## src/rtl/wser_pkg.sv

```systemverilog
package wser_pkg;

   typedef enum logic [1:0] {
      PATH_SER = 2'd0,
      PATH_SDR = 2'd1,
      PATH_DDR = 2'd2
   } path_e;

   function automatic bit factor_ok(input int f);
      return (f == 1) || (f == 2) || (f == 4) || (f == 6) ||
             (f == 7) || (f == 8) || (f == 10);
   endfunction

   function automatic path_e path_of(input int f);
      if (f == 1) return PATH_SDR;
      if (f == 2) return PATH_DDR;
      return PATH_SER;
   endfunction

   function automatic int cnt_width(input int f);
      return (f <= 2) ? 1 : $clog2(f);
   endfunction

endpackage

```

## src/rtl/wser_loadgen.sv

```systemverilog
module wser_loadgen #(
   parameter int N = 7
) (
   input  logic clk_fast,
   input  logic rst_n,
   output logic load_en
);
   localparam int CW = wser_pkg::cnt_width(N);
   localparam logic [CW-1:0] LAST = CW'(N - 1);

   if (N < 4) begin : g_bad_n
      $error("wser_loadgen needs N of at least 4");
   end

   logic [CW-1:0] cnt_q;

   always_ff @(posedge clk_fast or negedge rst_n) begin
      if (!rst_n)              cnt_q <= '0;
      else if (cnt_q == LAST)  cnt_q <= '0;
      else                     cnt_q <= cnt_q + 1'b1;
   end

   assign load_en = (cnt_q == LAST);


   strobe_gap_chk: assert property (@(posedge clk_fast) disable iff (!rst_n)
      load_en |=> !load_en);


   cnt_bound_chk: assert property (@(posedge clk_fast) disable iff (!rst_n)
      cnt_q <= LAST);

endmodule

```

## src/rtl/wser_shifter.sv

```systemverilog
module wser_shifter #(
   parameter int N = 7,
   parameter int W = 10
) (
   input  logic         clk_fast,
   input  logic         rst_n,
   input  logic         load_en,
   input  logic [W-1:0] din,
   output logic         ser_bit
);
   if (W < N) begin : g_bad_w
      $error("wser_shifter input narrower than factor");
   end

   logic [N-1:0] hold_q;
   logic [N-1:0] shift_q;

   if (W > N) begin : g_spare
      logic unused_hi;
      assign unused_hi = ^din[W-1:N];
   end

   always_ff @(posedge clk_fast or negedge rst_n) begin
      if (!rst_n) hold_q <= '0;
      else        hold_q <= din[N-1:0];
   end

   always_ff @(posedge clk_fast or negedge rst_n) begin
      if (!rst_n)       shift_q <= '0;
      else if (load_en) shift_q <= hold_q;
      else              shift_q <= {shift_q[N-2:0], 1'b0};
   end

   assign ser_bit = shift_q[N-1];


   reload_chk: assert property (@(posedge clk_fast) disable iff (!rst_n)
      load_en |=> (shift_q == $past(hold_q)));


   msb_next_chk: assert property (@(posedge clk_fast) disable iff (!rst_n)
      !load_en |=> (ser_bit == $past(shift_q[N-2])));

endmodule

```

## src/rtl/wser_bypass.sv

```systemverilog
module wser_bypass #(
   parameter int  W   = 10,
   parameter bit  DDR = 1'b1
) (
   input  logic         clk_fast,
   input  logic         rst_n,
   input  logic [W-1:0] din,
   output logic [1:0]   pair
);
   logic hi_q, lo_q;

   if (W > 2) begin : g_spare
      logic unused_hi;
      assign unused_hi = ^din[W-1:2];
   end

   if (DDR) begin : g_ddr
      always_ff @(posedge clk_fast or negedge rst_n) begin
         if (!rst_n) begin
            hi_q <= 1'b0;
            lo_q <= 1'b0;
         end else begin
            hi_q <= din[1];
            lo_q <= din[0];
         end
      end


      ddr_pair_chk: assert property (@(posedge clk_fast) disable iff (!rst_n)
         1'b1 |=> (pair == {$past(din[1]), $past(din[0])}));
   end else begin : g_sdr
      logic unused_b1;
      assign unused_b1 = din[1];

      always_ff @(posedge clk_fast or negedge rst_n) begin
         if (!rst_n) begin
            hi_q <= 1'b0;
            lo_q <= 1'b0;
         end else begin
            hi_q <= din[0];
            lo_q <= din[0];
         end
      end


      sdr_pair_chk: assert property (@(posedge clk_fast) disable iff (!rst_n)
         1'b1 |=> (pair[1] == pair[0] && pair[1] == $past(din[0])));
   end

   assign pair = {hi_q, lo_q};

endmodule

```

## src/rtl/wser_tx.sv

```systemverilog
module wser_tx #(
   parameter int FACTOR = 7,
   parameter int WORD_W = 10
) (
   input  logic              clk_fast,
   input  logic              rst_n,
   input  logic [WORD_W-1:0] par_in,
   output logic              tx_bit,
   output logic [1:0]        tx_pair,
   output logic              word_taken
);
   import wser_pkg::*;

   localparam path_e PATH = path_of(FACTOR);


   if (!factor_ok(FACTOR)) begin : g_bad_factor
      $error("wser_tx FACTOR must be 1, 2, 4, 6, 7, 8 or 10");
   end
   if (WORD_W < 2 || WORD_W > 10 || WORD_W < FACTOR) begin : g_bad_width
      $error("wser_tx WORD_W must cover FACTOR and lie in 2..10");
   end

   if (PATH == PATH_SER) begin : g_ser
      logic load_en;
      logic ser_bit;

      wser_loadgen #(.N(FACTOR)) u_loadgen (
         .clk_fast (clk_fast),
         .rst_n    (rst_n),
         .load_en  (load_en)
      );

      wser_shifter #(.N(FACTOR), .W(WORD_W)) u_shifter (
         .clk_fast (clk_fast),
         .rst_n    (rst_n),
         .load_en  (load_en),
         .din      (par_in),
         .ser_bit  (ser_bit)
      );

      assign tx_bit     = ser_bit;
      assign tx_pair    = {ser_bit, ser_bit};
      assign word_taken = load_en;
   end else begin : g_bypass
      logic [1:0] pair;

      wser_bypass #(.W(WORD_W), .DDR(PATH == PATH_DDR)) u_bypass (
         .clk_fast (clk_fast),
         .rst_n    (rst_n),
         .din      (par_in),
         .pair     (pair)
      );

      assign tx_bit     = pair[1];
      assign tx_pair    = pair;
      assign word_taken = rst_n;
   end

endmodule

```

## config.mk

```make
export PLATFORM = sky130hd
export DESIGN_NAME = wser_tx
export DESIGN_NICKNAME = d
export VERILOG_FILES = /design/src/rtl/wser_pkg.sv /design/src/rtl/wser_loadgen.sv /design/src/rtl/wser_shifter.sv /design/src/rtl/wser_bypass.sv /design/src/rtl/wser_tx.sv
export SDC_FILE = /design/constraint.sdc
export NUM_CORES = 1
export LEC_CHECK = 0
export BUFFER_PORTS_ARGS = -buffer_cell sky130_fd_sc_hd__buf_2
export CAP_MARGIN = 20
export CORE_AREA = 3 3 40 42
export DETAILED_ROUTE_END_ITERATION = 12
export DIE_AREA = 0 0 43 45
export PLACE_DENSITY = 0.68
export SLEW_MARGIN = 15
export SYNTH_ARGS = -nofsm -noshare
export SYNTH_HDL_FRONTEND = slang
export SYNTH_SLANG_ARGS = --single-unit
```

## constraint.sdc

```tcl
create_clock -name clk_fast -period 1.19 [get_ports clk_fast]
set_input_delay 0.1785 -clock clk_fast [delete_from_list [all_inputs] [get_ports clk_fast]]
set_output_delay 0.1785 -clock clk_fast [all_outputs]
set_load 0.03 [all_outputs]
```

==> qor.yml <==
status: "finished, violations left"
violations: "setup timing"
yosysTopAreaCell: "dfrtp_1"
dpl_cell_area_sq_um: 637
ys_seq_area_frac: 0.742
synthMuxAreaShare: 0.155
final_nets: 73
drv_cap: 0
vias: 336
ant_nets: 0
final_area_sq_um: 783
ys_ff_latch: 17
row_count: 13
root_buffer: "clkbuf_4"
synth_compound_gate_area_share: 0.00873
ys_top_cells_by_count: "dfrtp_1 (17), mux2_2 (7), buf_4 (2), inv_1 (2), nor2_1 (2)"
setup_viol: 1
crit_slowest_cell: "dfrtp_1"
grt_pass1_wl_um: 1340
yosysWarnings: 0
required_ps: 1010
dp_hpwl_um: 565
dieHeight_um: 45
met3_usage: 0.0239
p_per_area_nw_per_um2: 1220
clk_pin_slew_ps: 100
die_w_um: 43
rr_endpoint: "g_ser.u_shifter.shift_q[5]"
async_flop_share: 1.00
critPathMaxFanout: 5
drc: 0
combPwrFrac: 0.072
ff2ff_setup_slack_ps: 50
irDropWorstVdd_v: 0.000959
syn_inst: 34
cts_tree: "yes"
ys_types: 9
area_growth_pct: 36.7
grt_pass1_vias: 340
first_pass_iters: 1
pin_count: 16
yosys.area_share.simple: 0.0546
routedWlPerCell_um: 10.7
syn_area_sq_um: 573
max_stage_delay_ps: 390
clockPowerShare: 0.294
fillCellCount: 99
synth.top_cell.area_share: 0.742
syn_nets: 46
grtUsageTotal: 0.0924
fin_crit_ps: 1210
critPathLaunch: "g_ser.u_loadgen.cnt_q[0]"
synth_most_common_cell: "dfrtp_1"
hold_path_class: "input pin to asynchronous set/reset pin"
drive_gt1_frac: 0.517
fin_cells: 75
antenna_found_initial: 0
coreArea_sq_um: 1280
rsz0062_at_grt: "yes"
synth-edff-count: 0
vias_per_cell: 4.48
post-place-ws_ps: 103
intPower_mw: 0.762
period_share: 1.02
finClkSkew_ps: 10.3
critPathKind: "flop to primary output"
hold_violations: 0
worst_pin_slew_ps: 352
synth_top_family_by_area: "multiplexers"
dpl.cell_count: 59
synthAdderAreaFrac: 0
worstRegToRegCells: 3
h-tree-depth: 1
antenna_cells: 0
p_leak_nw: 0.414
ys_top_cells_by_area: "dfrtp_1 (74%), mux2_2 (14%), nand3b_4 (3.5%)"
cts_inserted_buffers: 3
synth-xor-area-share: 0
finalWorstSetupSlack_ps: -22.3
crit_path_cell_trace: "nand3b_4 -> inv_2 -> buf_6"
endpoint_kind: "primary output"
rr_startpoint: "g_ser.u_loadgen.cnt_q[2]"
insertion_delay_ps: 270
cts_buffer_depth: 2
ys.flop_type: "dfrtp_1"
arrival_ps: 1030
maxSlewViolCount: 0
portBuffers: 12
fmax_mhz: 825
postSynthAreaPerCell_sq_um: 16.9
grt_max_degree: 18
use_met2: 0.174
startpoint_type: "flop"
cts.sink_count: 17
switching_share: 0.204
seqPwrFrac: 0.634
p_switching_mw: 0.195
die-area_sq_um: 1940
routed_wl_um: 800
gp_congestion: 0.621
grt_use_met1: 0.107
initial_core_util: 0.446
grt_overflow: 0
busiest_layer: "met2"
slew_headroom: 0.765
drt_iter0_drc: 0
[worst max path at each step]
| stage | to | depth (start not counted) |
|---|---|---|
| 6_report | word_taken | 3 |
| 5_1_grt | word_taken | 3 |
| 4_1_cts | word_taken | 3 |
| 3_5_place_dp | g_ser.u_shifter.shift_q[5] | 2 |
| 3_3_place_gp | word_taken | 3 |
| 2_1_floorplan | g_ser.u_shifter.shift_q[1] | 2 |
[area by class of cell]
class / instances / area, sq um / share of cell area
flip-flops and latches: 17 / 428 / 0.546
repair buffers: 24 / 176 / 0.225
multi-input cells: 13 / 125 / 0.160
clock buffers: 3 / 22.5 / 0.0288
well taps: 15 / 18.8 / 0.0240
inverters: 2 / 7.51 / 0.00958
clock inverters: 1 / 5.00 / 0.00639
[kinds of logic (layout without fill, tap and decap cells)]
family | after synthesis | count (layout)
compound gates | 1 | 1
buf+inv | 4 | 30
flops | 17 | 17
mux | 8 | 8
simple gates | 4 | 4
[flip-flops by register name, summed over array words and instances (netlist names)]
| name | count |
|---|---|
| g_ser.u_loadgen.cnt_q | 3 |
| g_ser.u_shifter.shift_q | 7 |
| g_ser.u_shifter.hold_q | 7 |
[critical path, delay by kind of cell, from the launching register on]
family	cells	cell delay [ps]
and+or+nand+nor	1	190
buffers and inverters	2	190
DFF	1	390
[layout by cell type (no fill, tap or decap)]
cell	synthesis	layout
dfrtp_2	0	2
inv_1	2	1
mux2i_1	1	1
buf_2	0	11
mux2_2	7	7
dfrtp_1	17	15
clkbuf_4	0	3
nor2_1	2	2
nand3b_4	1	1
buf_6	0	1
nand2_1	1	1
clkinv_2	0	1
buf_4	2	4
inv_2	0	1
a21oi_1	1	1
dlygate4sd3_1	0	8
[layer usage]
metal / up-vias / routed length, um
met4: 0 / 0
met3: 0 / 42
met5: - / 0
met2: 8 / 442
met1: 168 / 315
li1: 160 / -
[power groups by stage]
stage | registers [mW] | logic [mW] | clock network [mW]
floorplan | 0.621 | 0.0219 | 0
global placement | 0.617 | 0.0476 | 0
detailed placement | 0.619 | 0.0500 | 0
CTS | 0.607 | 0.0703 | 0.300
global route | 0.609 | 0.0760 | 0.325
finish | 0.606 | 0.0690 | 0.282
[per-stage QoR]
step                total power [mW]  TNS, ps  hold WS, ps  utilization
finish                         0.957    -22.3          336        0.610
global route                    1.01    -92.9          348        0.610
CTS                            0.978    -46.1          343        0.604
detailed placement             0.669        0          109        0.496
global placement               0.665        0         92.6        0.496
floorplan                      0.642        0         -117            -
[what timing repair did]
| item | 4_1_cts | 5_1_grt |
|---|---|---|
| gates resized for setup | 5 | 0 |
| setup buffers | 3 | 1 |
| hold buffers | 8 | 0 |
| endpoints found under the setup margin | 1 | 1 |
| endpoints found under the hold margin | 24 | 0 |
(Power assumes the default switching activity.)
